--- config.mk ---
export PLATFORM = sky130hd
export DESIGN_NAME = strobe_capture_buf
export DESIGN_NICKNAME = d
export VERILOG_FILES = /design/src/rtl/cap_pkg.sv /design/src/rtl/cap_sync.sv /design/src/rtl/cap_ctrl.sv /design/src/rtl/cap_mem.sv /design/src/rtl/strobe_capture_buf.sv
export SDC_FILE = /design/constraint.sdc
export NUM_CORES = 1
export LEC_CHECK = 0
export ABC_AREA = 1
export BUFFER_PORTS_ARGS = -buffer_cell sky130_fd_sc_hd__buf_2
export CAP_MARGIN = 5
export CORE_MARGIN = 2
export CORE_UTILIZATION = 55
export DETAILED_ROUTE_END_ITERATION = 6
export PLACE_DENSITY = 0.72
export RECOVER_POWER = 25
export SKIP_LAST_GASP = 1
export SYNTH_ARGS = -nofsm -noshare
export SYNTH_HDL_FRONTEND = slang
export SYNTH_SLANG_ARGS = --single-unit
--- constraint.sdc ---
create_clock -name clk_i -period 2.4 [get_ports clk_i]
set_input_delay 0 -clock clk_i [delete_from_list [all_inputs] [get_ports clk_i]]
set_output_delay 0 -clock clk_i [all_outputs]
set_load 0.05 [all_outputs]
--- src/rtl/cap_pkg.sv ---
package cap_pkg;
  parameter int unsigned DATA_W = 8;
  parameter int unsigned DEPTH  = 32;
  parameter int unsigned SYNC_N = 2;
  localparam int unsigned ADDR_W = $clog2(DEPTH);
  typedef logic [DATA_W-1:0] byte_t;
  typedef logic [ADDR_W-1:0] addr_t;
endpackage

--- src/rtl/cap_sync.sv ---
module cap_sync #(
  parameter int unsigned STAGES = 2
) (
  input  logic clk_i,
  input  logic rst_ni,
  input  logic async_i,
  output logic sync_o
);
  logic [STAGES-1:0] chain_q;

  for (genvar g = 0; g < STAGES; g++) begin : g_stage
    if (g == 0) begin : g_first
      always_ff @(posedge clk_i or negedge rst_ni) begin
        if (!rst_ni) chain_q[g] <= 1'b0;
        else         chain_q[g] <= async_i;
      end
    end else begin : g_next
      always_ff @(posedge clk_i or negedge rst_ni) begin
        if (!rst_ni) chain_q[g] <= 1'b0;
        else         chain_q[g] <= chain_q[g-1];
      end
    end
  end

  assign sync_o = chain_q[STAGES-1];
endmodule

--- src/rtl/cap_ctrl.sv ---
module cap_ctrl
  import cap_pkg::*;
(
  input  logic  clk_i,
  input  logic  rst_ni,
  input  logic  strobe_sync_i,
  output logic  wr_en_o,
  output addr_t wr_addr_o,
  output logic  full_o
);
  localparam addr_t LAST = addr_t'(DEPTH - 1);

  logic  prev_q, take_q, full_q;
  addr_t idx_q;
  logic  edge_w;

  assign edge_w = strobe_sync_i & ~prev_q;

  always_ff @(posedge clk_i or negedge rst_ni) begin
    if (!rst_ni) begin
      prev_q <= 1'b0;
      take_q <= 1'b0;
    end else begin
      prev_q <= strobe_sync_i;
      take_q <= edge_w & ~full_q;
    end
  end

  assign wr_en_o   = take_q & ~full_q;
  assign wr_addr_o = idx_q;

  always_ff @(posedge clk_i or negedge rst_ni) begin
    if (!rst_ni) begin
      idx_q  <= '0;
      full_q <= 1'b0;
    end else if (wr_en_o) begin
      idx_q <= idx_q + addr_t'(1);
      if (idx_q == LAST) full_q <= 1'b1;
    end
  end

  assign full_o = full_q;

  // a detected edge yields a single write request, never two in a row
  p_single_take_r2: assert property (@(posedge clk_i) disable iff (!rst_ni)
    take_q |=> !take_q);
  // each write moves the position by exactly one
  p_idx_step_r4: assert property (@(posedge clk_i) disable iff (!rst_ni)
    wr_en_o |=> (idx_q == addr_t'($past(idx_q) + addr_t'(1))));
  // full is sticky
  p_full_sticky_r5: assert property (@(posedge clk_i) disable iff (!rst_ni)
    full_q |=> full_q);
  // full rises only from the write of the last entry
  p_full_rise_r5: assert property (@(posedge clk_i) disable iff (!rst_ni)
    $rose(full_q) |-> ($past(wr_en_o) && $past(idx_q) == LAST));
  // frozen position and no write while full
  p_frozen_r6: assert property (@(posedge clk_i) disable iff (!rst_ni)
    full_q |=> ($stable(idx_q) && !wr_en_o));
endmodule

--- src/rtl/cap_mem.sv ---
module cap_mem
  import cap_pkg::*;
(
  input  logic  clk_i,
  input  logic  rst_ni,
  input  logic  wr_en_i,
  input  addr_t wr_addr_i,
  input  byte_t wr_data_i,
  input  addr_t rd_addr_i,
  output byte_t rd_data_o
);
  byte_t store_q [DEPTH];

  for (genvar e = 0; e < DEPTH; e++) begin : g_entry
    always_ff @(posedge clk_i or negedge rst_ni) begin
      if (!rst_ni)
        store_q[e] <= '0;
      else if (wr_en_i && wr_addr_i == addr_t'(e))
        store_q[e] <= wr_data_i;
    end
  end

  always_ff @(posedge clk_i or negedge rst_ni) begin
    if (!rst_ni) rd_data_o <= '0;
    else         rd_data_o <= store_q[rd_addr_i];
  end

  // with no write to the addressed entry, two reads in a row agree
  p_read_stable_r7: assert property (@(posedge clk_i) disable iff (!rst_ni)
    ($stable(rd_addr_i) && !(wr_en_i && wr_addr_i == rd_addr_i)) |=>
      ##1 ($past(rd_addr_i, 2) != rd_addr_i || $stable(rd_data_o)
           || $past(wr_en_i, 2)));
endmodule

--- src/rtl/strobe_capture_buf.sv ---
module strobe_capture_buf
  import cap_pkg::*;
(
  input  logic             clk_i,
  input  logic             rst_ni,
  input  logic             strobe_i,
  input  logic [7:0]       data_i,
  output logic             full_o,
  input  logic [4:0]       rd_addr_i,
  output logic [7:0]       rd_data_o
);
  logic  strobe_sync;
  logic  wr_en;
  addr_t wr_addr;

  cap_sync #(.STAGES(SYNC_N)) u_sync (
    .clk_i   (clk_i),
    .rst_ni  (rst_ni),
    .async_i (strobe_i),
    .sync_o  (strobe_sync)
  );

  cap_ctrl u_ctrl (
    .clk_i         (clk_i),
    .rst_ni        (rst_ni),
    .strobe_sync_i (strobe_sync),
    .wr_en_o       (wr_en),
    .wr_addr_o     (wr_addr),
    .full_o        (full_o)
  );

  cap_mem u_mem (
    .clk_i     (clk_i),
    .rst_ni    (rst_ni),
    .wr_en_i   (wr_en),
    .wr_addr_i (wr_addr),
    .wr_data_i (data_i),
    .rd_addr_i (rd_addr_i),
    .rd_data_o (rd_data_o)
  );

  // no write reaches the store while full is shown
  p_no_write_full_r6: assert property (@(posedge clk_i) disable iff (!rst_ni)
    full_o |-> !wr_en);
  // after full, the position is back at zero (wrap)
  p_wrap_r8: assert property (@(posedge clk_i) disable iff (!rst_ni)
    $rose(full_o) |-> (wr_addr == '0));
endmodule

; ---- After elaboration in Yosys (flattened, before gate mapping)
; Cells that the tools add are included.
[classes]
magnitude_cmp = 1
shifts = 0
n_addsub = 1
multipliers = 0
eq_ne = 31
div_mod_pow = 0
mux = 3
bitwise = 6
n_reduce_logical = 34
[op_table]
columns = cell, n
row1 = "5-bit equality test, second input constant", 16
row2 = 8-bit binary-select mux with 5-bit select, 1
row3 = "5-bit by 4-bit equality test with 1-bit output, second input constant", 8
row4 = 1-bit logical AND, 32
row5 = "5-bit by 3-bit equality test with 1-bit output, second input constant", 4
row6 = 8-bit two-way mux, 2
row7 = "5-bit by 2-bit equality test with 1-bit output, second input constant", 2
row8 = "6-bit >= comparator, second input constant", 1
row9 = 5-bit inverter with 6-bit output, 1
row10 = "5-bit by 1-bit adder with 5-bit output, second input constant", 1
row11 = "5-bit by 1-bit equality test with 1-bit output, second input constant", 1
row12 = 5-bit zero test, 1
row13 = 1-bit bitwise AND, 3
row14 = 1-bit inverter, 2
row15 = 2-bit AND reduction, 1
[totals]
ram_bits = 0
memories = 0
mem_bits_ro = 0
wordCells = 115
regBits = 274
in_bits = 16
out_inout_bits = 9
latchBits = 0

; ---- Logic depth before layout (Yosys ltp)
[depth]
word_depth = 4
ltp_mapped = 11
depth_no_buf = 9

; ---- Hierarchy
; From an unflattened synthesis, not the netlist that was laid out.
[hier_totals]
cells_unflattened = 1554
area_unflattened_um2 = 12687.2
[modules_own_cells]
columns = mod, n_inst, seq_area_each_um2, cells_per_inst, area_per_inst_um2
row1 = cap_mem, 1, 6606.3, 1514, 12263.0
row2 = cap_ctrl, 1, 200.2, 38, 374.1
row3 = cap_sync, 1, 50.0, 2, 50.0

; ---- Worst setup path after synthesis
; OpenSTA, ideal clock, no wires.
[synth_timing]
kind = reg-to-reg
from = register u_ctrl.full_q (netlist: u_ctrl.full_o)
to = register u_mem.store_q[166] (netlist bit)
n_path_buf = 2
path_stages_with_launch = 9
path_slack_ps = 773
arrival_ps = 1495
setup_time_ps = 133
required_ps = 2267
period_less_slack_ps = 1627
path_cell_list = dfrtp_1 -> inv_2 -> nand2_4 -> nor2_4 -> buf_6 -> nand2_2 -> buf_2 -> nand2_1 -> o21ai_1
[synth_via]
elab_chain_cells = 3
[synth_lines]
columns = element, line_no
row1 = "start, declared", cap_ctrl.sv:13  ; logic prev_q, take_q, full_q;
row2 = "start signal, assigned", cap_ctrl.sv:35  ; full_q <= 1'b0;
row3 = "start signal, assigned", cap_ctrl.sv:38  ; if (idx_q == LAST) full_q <= 1'b1;
row4 = 1-bit inverter, cap_ctrl.sv:29  ; assign wr_en_o = take_q & ~full_q;
row5 = 1-bit bitwise AND, cap_ctrl.sv:29
row6 = 1-bit logical AND, cap_mem.sv:18  ; else if (wr_en_i && wr_addr_i == addr_t'(e))
row7 = "end signal, assigned by index", cap_mem.sv:19  ; store_q[e] <= wr_data_i;
row8 = "end, declared", cap_mem.sv:12  ; byte_t store_q [DEPTH];
; No other way between the ends.
; A chain may end at the register's enable or synchronous reset.

; ---- Worst setup path after layout
[layout_timing]
from = register u_ctrl.full_q (netlist: u_ctrl.full_o)
to = register u_mem.store_q[142] (netlist bit)
; The elaborated chain is that of the path after synthesis.

==> impl_metrics.env <==
export IMPL_run_status="finished, violations left"
export IMPL_violations="max-capacitance violations, max-slew violations"
export IMPL_yosysWarnings=0
export IMPL_holdCritPathClass="in2reg"
export IMPL_dr_total_vias=10300
export IMPL_io_buffer_count=24
export IMPL_grt_use_total_pct=26.7
export IMPL_clk_latency_ns=0.53
export IMPL_clock_sink_count=274
export IMPL_final_cell_mix="nand2_1 (604), dfrtp_1 (274), o21ai_0 (201)"
export IMPL_layoutNonFillerInstCount=1824
export IMPL_async_reset_ff_share_pct=100
export IMPL_slew_headroom_pct=-11.2
export IMPL_htreeDepth=1
export IMPL_first_pass_iters=5
export IMPL_antennaDiodeCount=0
export IMPL_wl_per_cell_um=17.3
export IMPL_cp_start_kind="register"
export IMPL_cts_buffer_depth=3
export IMPL_grt_pass1_vias=9612
export IMPL_ctsHoldBuffers=5
export IMPL_syn_to_final_growth_pct=8.42
export IMPL_yosysUniqueCellTypes=25
export IMPL_antenna_found_initial=0
export IMPL_required_ns=2.83
export IMPL_dieArea_um2=24300
export IMPL_reg2reg_slack_ns=0.48
export IMPL_postCtsSetupRepairBufs=0
export IMPL_die_x_um=156
export IMPL_worstPathArrival_ns=2.35
export IMPL_ir_worst_vdd_v=0.000477
export IMPL_place_inst=1767
export IMPL_fin_ws_ns=0.483
export IMPL_cts_tree="yes"
export IMPL_cts_resized=0
export IMPL_grt_max_degree=129
export IMPL_synth_edf_count=0
export IMPL_rows=55
export IMPL_routabilityCongestion=0.872
export IMPL_setup_viol=0
export IMPL_r2r_start="u_ctrl.full_o$_DFFE_PN0P_"
export IMPL_worstMarginPinSlew_ns=1.67
export IMPL_ios=25
export IMPL_path_class="reg2reg"
export IMPL_coreArea_um2=22600
export IMPL_ant_nets=0
export IMPL_overflow=0
export IMPL_syn_avg_cell_area_um2=8.21
export IMPL_layout_commonest_cell="nand2_1"
export IMPL_finalCoreUtilization_pct=60.7
export IMPL_power_mw=14.4
export IMPL_ys_ff_latch=274
export IMPL_dpl_worst_slack_ns=0.536
export IMPL_fin_tns_setup_ns=0
export IMPL_worstHoldStart="data_i[0]"
export IMPL_die_h_um=156
export IMPL_drc_errors=0
export IMPL_r2r_cells=5
export IMPL_r2r_end="u_mem.store_q[142]$_DFFE_PN0P_"
export IMPL_fin_crit_sh_pct=79.9
export IMPL_drive_gt1_share_pct=8.71
export IMPL_final_max_slew_viol_count=60
export IMPL_hold_violations=0
export IMPL_grt_pass1_wl_um=51700
export IMPL_rsz0062_at_grt="no"
export IMPL_viasPerCell=5.65
export IMPL_start_util_pct=56.0
export IMPL_nets=1540
export IMPL_holdPathStages=4
export IMPL_ys_seq_area_share_pct=54.1
export IMPL_synth_area_um2=12700
export IMPL_cts_clk_slew_worst_paths_ns=0.06
export IMPL_synth_nets=1566
export IMPL_leakagePower_nw=7.15
export IMPL_cellPowerDensity_nw_per_um2=1050
export IMPL_end_kind="register"
export IMPL_drt_first_iter_violations=1131
export IMPL_fin_skew_ns=0.00651
export IMPL_critPathMaxFanout=16
export IMPL_routed_wl_um=31500
export IMPL_cts_root_buf="clkbuf_16"
export IMPL_dpl_hpwl_um=18400
export IMPL_max_freq_ghz=0.522
export IMPL_period_minus_slack_ns=1.92
export IMPL_cts_made_buffers=29
export IMPL_drv_cap=1
export IMPL_syn_instance_count=1544
export IMPL_ys_flop_type="dfrtp_1"
export IMPL_hold_path_end="u_mem.store_q[224]$_DFFE_PN0P_"
-- registers in the layout (all words and copies together), names as in the netlist --
name	cells
u_ctrl.prev_q	1
u_ctrl.full_o	1
u_sync.sync_o	1
u_ctrl.wr_addr_o	5
u_mem.rd_data_o	8
u_ctrl.take_q	1
u_sync.chain_q	1
u_mem.store_q	256
-- worst max-delay path: stages (launching register included) --
cell     delay (ns)
dfrtp_1        0.37
inv_1          0.13
nand2_4        0.12
nor2_4         0.37
nand3_1        0.49
o21ai_0        0.33
-- per-layer routing --
layer  routed length (µm)  up-vias  track usage [%]
met3                 2050       47             3.11
li1                     -     4962                -
met1                14800     4965             41.1
met2                14100      337             40.7
met5                    0        -                0
met4                  594        0             6.16
-- layout make-up --
class                           count  area [µm²]
Inverter                           26         103
Clock buffer                       42         825
Timing Repair Buffer               53         425
Clock inverter                     10        77.6
Fill cell                        1999        8900
Tap cell                          285         357
Multi-Input combinational cell   1134        5100
Sequential cell                   274        6860
-- power by group --
part	total, mW	internal [mW]	leakage, nW	switching (mW)
Combinational	3.15	1.17	3.96	1.97
Clock	4.26	2.48	0.448	1.79
Sequential	6.96	6.12	2.74	0.831
Total	14.4	9.78	7.15	4.59
-- stage by stage --
step	hold WS [ns]	cell area, µm²
after floorplan	-0.296	12700
final	0.0221	13700
after CTS	0.0103	13800
after global placement	-0.0182	12800
after detailed placement	-0.0198	12800
after global routing	0.0436	13700
-- cell families after synthesis --
| group | Yosys count | share of synthesized area, % |
|---|---|---|
| and+or+nand+nor | 867 | 29.1 |
| DFF | 274 | 54.1 |
| AOI/OAI and AO/OA | 258 | 10.4 |
| xor gates and xnor gates | 3 | 0.207 |
| adders and majority gates | 6 | 0.592 |
| buffers and inverters | 136 | 5.68 |
-- how the worst max path moves through the flow --
stage                               startpoint                        endpoint  slack (ns)
2_1_floorplan        u_ctrl.full_o$_DFFE_PN0P_  u_mem.store_q[166]$_DFFE_PN0P_        0.77
3_3_place_gp         u_ctrl.full_o$_DFFE_PN0P_  u_mem.store_q[140]$_DFFE_PN0P_        0.66
3_5_place_dp         u_ctrl.full_o$_DFFE_PN0P_  u_mem.store_q[140]$_DFFE_PN0P_        0.54
4_1_cts        u_ctrl.wr_addr_o[0]$_DFFE_PN0P_  u_mem.store_q[106]$_DFFE_PN0P_        0.51
5_1_grt                                 rst_ni  u_mem.store_q[238]$_DFFE_PN0P_        0.22
6_report             u_ctrl.full_o$_DFFE_PN0P_  u_mem.store_q[142]$_DFFE_PN0P_        0.48
-- synthesized netlist by cell type, types with 4 or more instances --
master / n / area (µm²)
nand2_1: 604 / 2270
dfrtp_1: 274 / 6860
o21ai_0: 201 / 1010
nand3_1: 195 / 976
buf_2: 48 / 240
clkbuf_1: 40 / 150
nor2_1: 35 / 131
o21ai_1: 33 / 165
inv_1: 22 / 82.6
a21oi_1: 18 / 90.1
buf_6: 18 / 203
nand2_2: 12 / 75.1
nand2_4: 11 / 124
a21oi_2: 6 / 52.6
ha_1: 6 / 75.1
nor2_2: 4 / 25.0
No activity file was read; power rests on OpenSTA's default activity.
